`config.mk`:
```
export PLATFORM = sky130hd
export DESIGN_NAME = hs4_ctrl
export DESIGN_NICKNAME = d
export VERILOG_FILES = /design/src/rtl/hs_pkg.sv /design/src/rtl/hs_sync.sv /design/src/rtl/hs_timer.sv /design/src/rtl/hs_fsm.sv /design/src/rtl/hs4_ctrl.sv
export SDC_FILE = /design/constraint.sdc
export NUM_CORES = 1
export LEC_CHECK = 0
export ABC_CLOCK_PERIOD_IN_PS = 2300
export BUFFER_PORTS_ARGS = -buffer_cell sky130_fd_sc_hd__buf_2
export CORE_MARGIN = 3
export CORE_UTILIZATION = 50
export CTS_CLUSTER_SIZE = 16
export DETAILED_ROUTE_END_ITERATION = 10
export GPL_ROUTABILITY_DRIVEN = 0
export GPL_TIMING_DRIVEN = 0
export PLACE_DENSITY = 0.89
export SLEW_MARGIN = 20
export SYNTH_ARGS = -nofsm -noshare
export SYNTH_HDL_FRONTEND = slang
export SYNTH_SLANG_ARGS = --single-unit
```
`constraint.sdc`:
```
create_clock -name clk -period 2.3 [get_ports clk]
set_input_delay 0.46 -clock clk [delete_from_list [all_inputs] [get_ports clk]]
set_output_delay 0.46 -clock clk [all_outputs]
set_load 0.03 [all_outputs]
```
`src/rtl/hs_pkg.sv`:
```
// Shared types for the four-phase handshake receiver.
package hs_pkg;
    typedef enum logic [1:0] {
        ST_IDLE     = 2'd0,
        ST_SI_HOLD  = 2'd1,
        ST_DI_OPEN  = 2'd2,
        ST_DI_DRAIN = 2'd3
    } hs_state_e;

    typedef enum logic {
        MODE_SRC = 1'b0,
        MODE_DST = 1'b1
    } hs_mode_e;
endpackage

```
`src/rtl/hs_sync.sv`:
```
// Multi-stage synchronizer for level signals from another clock domain.
// Assumes inputs are levels held far longer than STAGES cycles.
module hs_sync #(
    parameter int W      = 1,
    parameter int STAGES = 2
) (
    input  logic         clk,
    input  logic         rst_n,
    input  logic [W-1:0] d,
    output logic [W-1:0] q
);
    logic [W-1:0] stg [STAGES];

    // shift the raw level through the stage chain
    always_ff @(posedge clk) begin
        if (!rst_n) begin
            for (int i = 0; i < STAGES; i++) stg[i] <= '0;
        end else begin
            stg[0] <= d;
            for (int i = 1; i < STAGES; i++) stg[i] <= stg[i-1];
        end
    end

    assign q = stg[STAGES-1];
endmodule

```
`src/rtl/hs_timer.sv`:
```
// Step watchdog: counts cycles spent in one handshake step and sets a sticky
// flag when the count reaches the limit. Assumes limit >= 1.
module hs_timer #(
    parameter int TW = 8
) (
    input  logic          clk,
    input  logic          rst_n,
    input  logic          restart,
    input  logic          busy,
    input  logic          clear,
    input  logic [TW-1:0] limit,
    output logic          expired
);
    logic [TW-1:0] cnt_q;
    logic          flag_q;

    // age of the current step, saturating at the limit
    always_ff @(posedge clk) begin
        if (!rst_n || restart) cnt_q <= '0;
        else if (cnt_q < limit) cnt_q <= cnt_q + 1'b1;
    end

    // sticky stall flag, cleared only by abort or reset
    always_ff @(posedge clk) begin
        if (!rst_n || clear) flag_q <= 1'b0;
        else if (busy && cnt_q == limit) flag_q <= 1'b1;
    end

    assign expired = flag_q;


    flag_sticky_chk: assert property (@(posedge clk) disable iff (!rst_n)
        (flag_q && !clear) |=> flag_q);

    flag_needs_busy_chk: assert property (@(posedge clk) disable iff (!rst_n)
        $rose(flag_q) |-> $past(busy));
endmodule

```
`src/rtl/hs_fsm.sv`:
```
// Handshake sequencer for the receiving side. Takes the synchronized valid
// level and drives the reply lines, the word register and the capture strobe.
// Assumes data is stable whenever the synchronized valid is high.
module hs_fsm
    import hs_pkg::*;
#(
    parameter int DW = 8
) (
    input  logic          clk,
    input  logic          rst_n,
    input  logic          mode_i,
    input  logic          vld_s,
    input  logic [DW-1:0] data_i,
    input  logic          abort_i,
    output logic          step_o,
    output logic          busy_o,
    output logic          accept_o,
    output logic          ready_o,
    output logic [DW-1:0] word_o,
    output logic          word_stb_o
);
    hs_state_e     st_q, st_d;
    logic          take;
    logic [DW-1:0] word_q;
    logic          stb_q;

    // next-step decision from the current step and the partner's line
    always_comb begin
        st_d = st_q;
        take = 1'b0;
        unique case (st_q)
            ST_IDLE: begin
                if (mode_i == MODE_DST) st_d = ST_DI_OPEN;
                else if (vld_s) begin
                    st_d = ST_SI_HOLD;
                    take = 1'b1;
                end
            end
            ST_SI_HOLD:  if (!vld_s) st_d = ST_IDLE;
            ST_DI_OPEN: begin
                if (vld_s) begin
                    st_d = ST_DI_DRAIN;
                    take = 1'b1;
                end
            end
            ST_DI_DRAIN: if (!vld_s) st_d = ST_IDLE;
            default:     st_d = ST_IDLE;
        endcase
        if (abort_i) begin
            st_d = ST_IDLE;
            take = 1'b0;
        end
    end

    // step register
    always_ff @(posedge clk) begin
        if (!rst_n) st_q <= ST_IDLE;
        else        st_q <= st_d;
    end

    // word capture and one-cycle strobe
    always_ff @(posedge clk) begin
        if (!rst_n) begin
            word_q <= '0;
            stb_q  <= 1'b0;
        end else begin
            stb_q <= take;
            if (take) word_q <= data_i;
        end
    end

    assign accept_o   = (st_q == ST_SI_HOLD);
    assign ready_o    = (st_q == ST_DI_OPEN);
    assign word_o     = word_q;
    assign word_stb_o = stb_q;
    assign busy_o     = (st_q != ST_IDLE);
    assign step_o     = abort_i || (st_d != st_q) || (st_d == ST_IDLE);


    reply_excl_chk: assert property (@(posedge clk) disable iff (!rst_n)
        !(accept_o && ready_o));

    stb_single_chk: assert property (@(posedge clk) disable iff (!rst_n)
        word_stb_o |=> !word_stb_o);

    word_hold_chk: assert property (@(posedge clk) disable iff (!rst_n)
        !word_stb_o |-> $stable(word_o));

    accept_rise_chk: assert property (@(posedge clk) disable iff (!rst_n)
        $rose(accept_o) |-> $past(vld_s));

    accept_fall_chk: assert property (@(posedge clk) disable iff (!rst_n)
        $fell(accept_o) |-> $past(!vld_s || abort_i));

    abort_idle_chk: assert property (@(posedge clk) disable iff (!rst_n)
        abort_i |=> (!accept_o && !ready_o));

    mode_locked_chk: assert property (@(posedge clk) disable iff (!rst_n)
        (st_q == ST_SI_HOLD) |=> (st_q != ST_DI_OPEN && st_q != ST_DI_DRAIN));
endmodule

```
`src/rtl/hs4_ctrl.sv`:
```
// Top of the four-phase handshake receiver: synchronizer for the sender's
// valid line, step sequencer and stall watchdog. Assumes data_i is settled
// before valid_i rises and held until the reply is seen.
module hs4_ctrl #(
    parameter int DW       = 8,
    parameter int TW       = 8,
    parameter int SYNC_LEN = 2
) (
    input  logic          clk,
    input  logic          rst_n,
    input  logic          mode_i,
    input  logic          valid_i,
    input  logic [DW-1:0] data_i,
    input  logic [TW-1:0] tmo_limit_i,
    input  logic          abort_i,
    output logic          accept_o,
    output logic          ready_o,
    output logic [DW-1:0] word_o,
    output logic          word_stb_o,
    output logic          timeout_o
);
    logic vld_s;
    logic step;
    logic busy;

    hs_sync #(.W(1), .STAGES(SYNC_LEN)) u_sync (
        .clk   (clk),
        .rst_n (rst_n),
        .d     (valid_i),
        .q     (vld_s)
    );

    hs_fsm #(.DW(DW)) u_fsm (
        .clk        (clk),
        .rst_n      (rst_n),
        .mode_i     (mode_i),
        .vld_s      (vld_s),
        .data_i     (data_i),
        .abort_i    (abort_i),
        .step_o     (step),
        .busy_o     (busy),
        .accept_o   (accept_o),
        .ready_o    (ready_o),
        .word_o     (word_o),
        .word_stb_o (word_stb_o)
    );

    hs_timer #(.TW(TW)) u_timer (
        .clk     (clk),
        .rst_n   (rst_n),
        .restart (step),
        .busy    (busy),
        .clear   (abort_i),
        .limit   (tmo_limit_i),
        .expired (timeout_o)
    );
endmodule

```
### Yosys cells after proc, flatten, opt, wreduce, memory -nomap -nowiden

Memory sizes are Yosys's and may differ from the RTL's.
Index checks and enable logic that the tools add are counted.
W data, S select, Z words.

| word-level totals | value |
|---|---|
| flip-flop bits (word level) | 20 |
| memory bits (writable) | 2 |
| input port bits | 21 |
| output and inout bits | 12 |
| logic and storage cells | 39 |
| memories | 1 |

| operators by class | value |
|---|---|
| $add $sub $neg | 1 |
| $lt $le $gt $ge | 1 |
| equality and inequality tests | 5 |
| mux-type cells | 14 |
| bitwise operators | 2 |
| reductions and logical operators | 10 |

Memories:

| name | words | width | rd ports | clocked after Yosys merged registers in | write ports | RTL line | text |
|---|---|---|---|---|---|---|---|
| u_sync.stg | 2 | 1 | 2 | 0 | 2 | hs_sync.sv:12 | `logic [W-1:0] stg [STAGES];` |

Operators by type and width:

| cell | number |
|---|---|
| $mux W2 | 5 |
| $add A8 B1 Y8 const B | 1 |
| $eq A8 B8 Y1 | 1 |
| $lt A8 B8 Y1 | 1 |
| $mux W1 | 7 |
| $pmux W2 S3 | 1 |
| $eq A2 B2 Y1 const B | 2 |
| $logic_not A2 Y1 | 2 |
| $logic_or A1 B1 Y1 | 4 |
| $eq A2 B1 Y1 const B | 1 |
| $ne A2 B2 Y1 | 1 |
| $or A1 B1 Y1 | 2 |
| $pmux W1 S2 | 1 |
| $reduce_bool A2 Y1 | 1 |
| $reduce_or A2 Y1 | 1 |
| $logic_and A1 B1 Y1 | 1 |
| $logic_not A1 Y1 | 1 |

### Depth between registers and ports, before layout

Gate-level depths: netlist of run 1.

| depth | value |
|---|---|
| word-level depth | 8 |
| mapped depth | 7 |
| mapped depth without buffers | 7 |

### By module

Synthesis of run 1 repeated with hierarchy kept, for this count alone.

| unflattened totals | value |
|---|---|
| cells, all modules | 132 |
| area, all modules | 1161.1 um^2 |

By module, submodules not included:

| module | instances | cells an instance | area an instance (um^2) | seq. area each (um^2) |
|---|---|---|---|---|
| hs_timer | 1 | 76 | 629.4 | 180.2 |
| hs_fsm | 1 | 52 | 479.2 | 220.2 |
| hs_sync | 1 | 4 | 52.6 | 40.0 |

### Worst setup path after synthesis of run 1

No wires, ideal clock.

| timing path | value |
|---|---|
| path kind | in2reg |
| from | input port tmo_limit_i[5] |
| to | register u_timer.cnt_q[5] |
| library setup time | 59 ps |
| data arrival time | 2000 ps |
| required time | 2241 ps |
| path slack | 240 ps |
| cell stages on the path | 7 |
| buffers on the path | 0 |
| path through | inv_1 -> ha_1 -> a211oi_2 -> nor2_1 -> or4_4 -> or4_1 -> nand2_1 |

| on the way | value |
|---|---|
| word-level cells in the longest chain between the ends | 1 |

RTL lines:

| what | RTL line | text |
|---|---|---|
| start, declared | hs4_ctrl.sv:14 | `input logic [TW-1:0] tmo_limit_i,` |
| $lt A8 B8 Y1 | hs_timer.sv:20 | `else if (cnt_q < limit) cnt_q <= cnt_q + 1'b1;` |
| end signal, assigned | hs_timer.sv:20 |  |
| end, declared | hs_timer.sv:14 | `logic [TW-1:0] cnt_q;` |

No other way between the ends.
A chain may end at the register's enable or synchronous reset.

### Worst setup path in the final report of run 1

| timing path | value |
|---|---|
| from | register u_timer.cnt_q[5] |
| to | register u_timer.cnt_q[5] |

| on the way | value |
|---|---|
| word-level cells in the longest chain between the ends | 1 |
| elaborated cells between the ends (all ways) | 2 |
| those cells by class | 1 x add/sub; 1 x order compare |

RTL lines:

| what | RTL line |
|---|---|
| $add A8 B1 Y8 or $lt A8 B8 Y1 (tied branches) | hs_timer.sv:20 |

Parallel ways exist; a longest one is shown, timed or not.

==> metrics.md, run 1 <==
| Metric | Value |
|---|---|
| Number of clock sinks | 22 |
| Hold Path Cell Cnt | 2 |
| Total count of hold-check failures in the final report | 0 |
| Post-route fraction of the period consumed by the critical path | 90.2% |
| Largest clock skew in the final design | 7.54 ps |
| Avg Synthesized Cell Area | 8.65 um2 |
| Boundary Pins | 33 |
| Setup total negative slack | 0 ps |
| Post-detailed-route DRC marker count | 0 |
| Area of the die | 2820 um2 |
| Largest net degree at the start of global routing | 14 |
| Worst setup slack for register-to-register paths | 230 ps |
| H-tree depth reported by CTS | 1 |
| Clock latency at the later pin of the worst-skew pair | 310 ps |
| Post-synthesis sequential area ratio | 39.8% |
| Post-layout worst setup margin | 225 ps |
| Global-route wire length before repair | 4180 um |
| Dpl hpwl | 1890 um |
| Cts-stage hold buffer count | 0 |
| Die Y | 53.1 um |
| RR Endpoint | u_timer.cnt_q[5] |
| Net switching share of the total power | 21.3% |
| Cts repair resizes | 0 |
| Min cycle time layout | 2070 ps |
| Top flip-flop cell by instance count after synthesis | dfxtp_1 |
| Arrival time reported for the critical path endpoint | 2340 ps |
| Aggregate global-route resource usage | 19.9% |
| Clock Power Share | 40.0% |
| Number of violations of the max-capacitance limit | 0 |
| Worst r2r src | u_timer.cnt_q[5] |
| Outcome | finished, final reports clean |
| Hold endpoint | u_sync.stg[0][0] |
| Pre-CTS worst setup slack | 47.8 ps |
| Number of antenna violations at the first check in global routing | 0 |
| Clk slew on worst S/H paths | 120 ps |
| Floorplan core area | 2020 um2 |
| Count of endpoints failing setup in the final report | 0 |
| Clock tree from TritonCTS | done |
| Most frequent cells in the layout | 32 x buf_2, 22 x dfxtp_1, 18 x nor2_1 |
| Switching power of the nets | 160 uW |
| Average wire per standard cell | 13.2 um |
| Fillcell total | 162 |
| Start-to-end type of the worst setup path | reg2reg |
| Max-slew violation count | 0 |
| 1st-pass router iterations | 4 |
| Antenna diode instance count | 0 |
| Max Fanout on Critical Path | 5 |
| Via count of the first global-routing pass | 1022 |
| Count of buffers inserted at the top-level ports | 32 |
| Type of element launching the critical path | flip-flop |
| Detailed Route WL | 2520 um |
| Cts bufs inserted | 3 |
| Unrepaired setup endpoints after global routing | false |
| Mapped Area | 1110 um2 |
| Post-synth ARST share | 0% |
| Leak Pwr | 0.000697 uW |
| Cell Rows | 16 |
| Initial core utilization | 54.8% |
| Data required time of the critical path | 2560 ps |
| Start point of the worst min-delay path | valid_i |
| Max VDD drop | 0.000568 V |
| Total setup buffers inserted after CTS | 0 |
| Via count normalized by instance count | 5.63 |
| Leading cell type in the layout, fill and taps excluded | buf_2 |
| Net count after synthesis | 158 |
| Transition time at the pin with the least slew margin | 588 ps |
| Sequential Power Share | 52.0% |
| Capturing element type of the critical path | flip-flop |
| Width of the chip | 53.1 um |
| Unique masters post-synth | 30 |
| Post-layout net count | 195 |
| Worst hold margin | 353 ps |
| Max Fclk | 0.482 GHz |
| Number of flops mapped to enable cells by yosys | 0 |
| #FFs+latches synth | 22 |
| Area overhead of the layout relative to synthesis | 22.3% |
| Combinational power share | 8.0% |
| Ys Warns | 0 |
| GRT overflow | 0 |
| Iteration-0 DRC Markers | 42 |
| Remaining max-slew budget at the tightest pin | 60.8% |
| Post-DRT Antenna Nets | 0 |
| Clock root cell | clkbuf_4 |
| Gate Count Post-Synth | 128 |
| Share of cells above drive strength 1 | 24.4% |
| DR vias | 1076 |
| Internal power | 591 uW |
| Power Density | 555 nW/um2 |
| Class of the tightest hold or removal check | in2reg |
| Buffer levels on the longest clock path | 2 |
| Register-to-Register Path Depth | 6 |
## layer usage
metal | up-vias | global-route usage [%] | part of all wire, %
met5 | - | 0 | 0
met4 | 0 | 5.96 | 1.2
met3 | 5 | 4.79 | 7.3
met2 | 46 | 38.2 | 53
met1 | 498 | 21.0 | 39
li1 | 527 | - | -
## cell type report
cell class / instances / area (um2) / share of cell area (%)
clock buffer: 3 / 22.5 / 1.66
tap: 27 / 33.8 / 2.50
timing repair buffer: 32 / 160 / 11.8
buffer: 1 / 3.75 / 0.277
inverter: 11 / 41.3 / 3.05
clock inverter: 1 / 30.0 / 2.22
multi-input combinational: 94 / 622 / 45.9
sequential: 22 / 440 / 32.5
## worst max-delay path: stages, from the launching register on
cell and delay (ps):
dfxtp_1 420, ha_1 290, a211oi_2 200, nor2_1 110, or4_4 530, or4_1 410, nand2_1 70
## power by group through the flow
stage | Clock, uW | Combinational, uW | Sequential, uW
after floorplan | 0 | 29.0 | 403
after global placement | 0 | 56.5 | 398
after detailed placement | 0 | 60.5 | 399
after CTS | 305 | 60.7 | 390
after global routing | 323 | 68.3 | 392
final | 300 | 60.3 | 390
## registers in the layout, indices dropped and copies added (netlist names)
register,flops
u_fsm.st_q,2
u_fsm.word_o,8
u_fsm.word_stb_o,1
u_sync.stg,2
u_timer.cnt_q,8
u_timer.expired,1
## worst max-delay path by stage
stage                startpoint          endpoint  slack [ps]  cells past startpoint
3_5_place_dp     tmo_limit_i[5]  u_timer.cnt_q[5]          50                      8
4_1_cts        u_timer.cnt_q[5]  u_timer.cnt_q[5]         240                      6
5_1_grt        u_timer.cnt_q[5]  u_timer.cnt_q[6]          80                      6
3_3_place_gp     tmo_limit_i[5]  u_timer.cnt_q[5]         100                      8
2_1_floorplan    tmo_limit_i[5]  u_timer.cnt_q[5]         240                      7
6_report       u_timer.cnt_q[5]  u_timer.cnt_q[5]         230                      6
## logic make-up (layout without fill, tap and decap cells)
family / after synthesis / in the layout / synth area share [%]
AO/OA/AOI/OAI: 23 / 23 / 13.0
adder cells (fa/ha/maj): 9 / 9 / 10.2
buffers and inverters: 12 / 48 / 4.07
flip-flops: 22 / 22 / 39.8
multiplexers: 9 / 9 / 8.14
AND/OR/NAND/NOR: 53 / 53 / 24.9
## synthesized netlist by cell type (all sizes together) (2+ instances only)
cell | instances | area share [%]
dfxtp | 22 | 40
nor2 | 18 | 6.1
inv | 10 | 3.4
ha | 9 | 10
mux2i | 9 | 8.1
a21oi | 8 | 3.6
o21ai | 7 | 3.2
nand3 | 6 | 2.7
nand2 | 5 | 1.7
nand4 | 5 | 2.8
or4 | 4 | 3.1
and2 | 3 | 1.7
nand2b | 3 | 1.7
nor2b | 3 | 1.7
and3 | 2 | 1.1
o211ai | 2 | 1.4
## stage by stage
step	total power (uW)	instances	util (%)	cell area (um2)
6_report	751	191	67.0	1350
5_1_grt	783	191	67.0	1350
4_1_cts	756	191	67.0	1350
3_5_place_dp	459	187	64.4	1300
3_3_place_gp	455	187	64.4	1300
2_1_floorplan	432	128	-	1110
No activity file was read; power rests on OpenSTA's default activity.
==> run 2, diff against run 1 <==
--- a/config.mk
+++ b/config.mk
@@ -9,6 +9,7 @@
 export BUFFER_PORTS_ARGS = -buffer_cell sky130_fd_sc_hd__buf_2
 export CORE_MARGIN = 3
 export CORE_UTILIZATION = 50
+export CTS_BUF_LIST = sky130_fd_sc_hd__clkbuf_16
 export CTS_CLUSTER_SIZE = 16
 export DETAILED_ROUTE_END_ITERATION = 10
 export GPL_ROUTABILITY_DRIVEN = 0
==> metrics.md, run 2 (synthesized netlist as in run 1, its figures left out) <==
| Metric | Value |
|---|---|
| DR vias | 1072 (-0.37%) |
| Total count of hold-check failures in the final report | 0 (unchanged) |
| Post-layout net count | 195 (unchanged) |
| Max-slew violation count | 0 (unchanged) |
| Initial core utilization | 54.8% (unchanged) |
| Global-route wire length before repair | 4170 um (-0.33%) |
| Max Fclk | 0.483 GHz (+0.13%) |
| Aggregate global-route resource usage | 20.0% (+0.12 points) |
| 1st-pass router iterations | 4 (unchanged) |
| Largest net degree at the start of global routing | 14 (unchanged) |
| Cell Rows | 16 (unchanged) |
| Total cell area at the placement stage | 1300 um2 (unchanged) |
| Count of endpoints failing setup in the final report | 0 (unchanged) |
| Dpl hpwl | 1890 um (unchanged) |
| Number of antenna violations at the first check in global routing | 0 (unchanged) |
| Outcome | finished, final reports clean |
| Clk slew on worst S/H paths | 60 ps (-60 ps) |
| Die Y | 53.1 um (unchanged) |
| Number of clock sinks | 22 (unchanged) |
| Max Fanout on Critical Path | 5 (unchanged) |
| Area of the die | 2820 um2 (unchanged) |
| Clock latency at the later pin of the worst-skew pair | 260 ps (-50 ps) |
| Internal power | 760 uW (+29%) |
| Worst r2r src | u_timer.cnt_q[5] |
| Fraction of the core area covered by cells at the end of the flow | 69.6% (+2.6 points) |
| Count of buffers inserted at the top-level ports | 32 (unchanged) |
| Detailed Route WL | 2500 um (-0.87%) |
| Setup total negative slack | 0 ps (unchanged) |
| Leading cell type in the layout, fill and taps excluded | buf_2 |
| Average wire per standard cell | 13.1 um (-0.87%) |
| Sequential Power Share | 41.7% (-10 points) |
| Power Density | 667 nW/um2 (+20%) |
| Net switching share of the total power | 18.9% (-2.4 points) |
| Source of the critical timing path | u_timer.cnt_q[5] |
| Clock Power Share | 51.9% (+12 points) |
| Met1 Resource Use GR | 18.3% (-2.7 points) |
| Area overhead of the layout relative to synthesis | 27.0% |
| Fillcell total | 153 (-5.6%) |
| Boundary Pins | 33 (unchanged) |
| Data required time of the critical path | 2500 ps (-60 ps) |
| Clock tree from TritonCTS | done |
| Antenna diode instance count | 0 (unchanged) |
| M2 GR Usage | 40.5% (+2.3 points) |
| Most crowded layer after global routing | met2 |
| Cts bufs inserted | 3 (unchanged) |
| Arrival time reported for the critical path endpoint | 2270 ps (-70 ps) |
| Type of element launching the critical path | flip-flop |
| Class of the tightest hold or removal check | in2reg |
| H-tree depth reported by CTS | 1 (unchanged) |
| Floorplan core area | 2020 um2 (unchanged) |
| Post-route fraction of the period consumed by the critical path | 90.1% (-0.11 points) |
| GRT overflow | 0 (unchanged) |
| Iteration-0 DRC Markers | 21 (-50%) |
| Leak Pwr | 0.000720 uW (+3.3%) |
| Total setup buffers inserted after CTS | 0 (unchanged) |
| Cell area after layout | 1410 um2 (+3.9%) |
| Share of cells above drive strength 1 | 24.4% (unchanged) |
| Post-detailed-route DRC marker count | 0 (unchanged) |
| Transition time at the pin with the least slew margin | 587 ps (-0.178 ps) |
| GR Layer Usage met3 | 4.51% (-0.28 points) |
| Switching power of the nets | 177 uW (+11%) |
| Via count normalized by instance count | 5.61 (-0.37%) |
| Number of violations of the max-capacitance limit | 0 (unchanged) |
| Most frequent cells in the layout | 32 x buf_2, 22 x dfxtp_1, 18 x nor2_1 |
| Min cycle time layout | 2070 ps (-2.64 ps) |
| Start-to-end type of the worst setup path | reg2reg |
| Cts-stage hold buffer count | 0 (unchanged) |
| Cts repair resizes | 0 (unchanged) |
| Unrepaired setup endpoints after global routing | false |
| Width of the chip | 53.1 um (unchanged) |
| Combinational power share | 6.5% (-1.5 points) |
| Remaining max-slew budget at the tightest pin | 60.8% (about the same) |
| Capturing element type of the critical path | flip-flop |
| Max VDD drop | 0.000464 V (-18%) |
| Via count of the first global-routing pass | 1051 (+2.8%) |
| Largest clock skew in the final design | 2.50 ps (-5.04 ps) |
| Clock root cell | clkbuf_16 |
| Post-DRT Antenna Nets | 0 (unchanged) |
| Start point of the worst min-delay path | valid_i |
| Buffer levels on the longest clock path | 2 (unchanged) |
-- run 2: cell count changes in the layout (fill, tap and decap cells not counted) --
cell,previous run,this run
clkbuf_4,3,0
clkbuf_16,0,3
-- run 2: worst paths after layout --
| check | cells past startpoint | slack (ps) | endpoint |
|---|---|---|---|
| hold reg to reg | 1 | 450 | u_sync.stg[0][1] |
| hold / removal | 2 | 410 | u_sync.stg[0][0] |
| setup / recovery | 6 | 230 | u_timer.cnt_q[5] |
| setup reg to reg | 6 | 230 | u_timer.cnt_q[5] |
-- run 2: metrics by stage --
step | cells | hold WS [ps] | total power (uW) | worst slack (ps)
6_report | 191 | 414 | 937 | 228
5_1_grt | 191 | 414 | 969 | 96.1
4_1_cts | 191 | 412 | 945 | 247
3_5_place_dp | 187 | 439 | 459 | 47.8
3_3_place_gp | 187 | 417 | 455 | 104
2_1_floorplan | 128 | 412 | 432 | 240
-- run 2: power groups by stage --
stage	registers (uW)	logic (uW)	clock network [uW]
CTS	390	61.1	494
global placement	398	56.5	0
detailed placement	399	60.5	0
global route	391	68.3	510
floorplan	403	29.0	0
finish	391	60.7	486
-- run 2: per-layer routing --
| metal | part of all wire, % | wire (um) |
|---|---|---|
| met1 | 38 | 939 |
| met2 | 53 | 1310 |
| met3 | 7.7 | 192 |
| met4 | 2.1 | 52 |
| met5 | 0 | 0 |
-- run 2: area by class of cell --
| type | count | area [um2] | area share, % |
|---|---|---|---|
| timing repair buffer | 32 | 160 | 11.4 |
| inverter | 11 | 41.3 | 2.94 |
| sequential | 22 | 440 | 31.3 |
| multi-input combinational | 94 | 622 | 44.2 |
| clock inverter | 1 | 30.0 | 2.14 |
| clock buffer | 3 | 75.1 | 5.34 |
| buffer | 1 | 3.75 | 0.267 |
| tap | 27 | 33.8 | 2.40 |
-- run 2: critical path, stage by stage, from the launching register on --
cell,delay [ps]
dfxtp_1,400
ha_1,290
a211oi_2,190
nor2_1,110
or4_4,530
or4_1,410
nand2_1,80
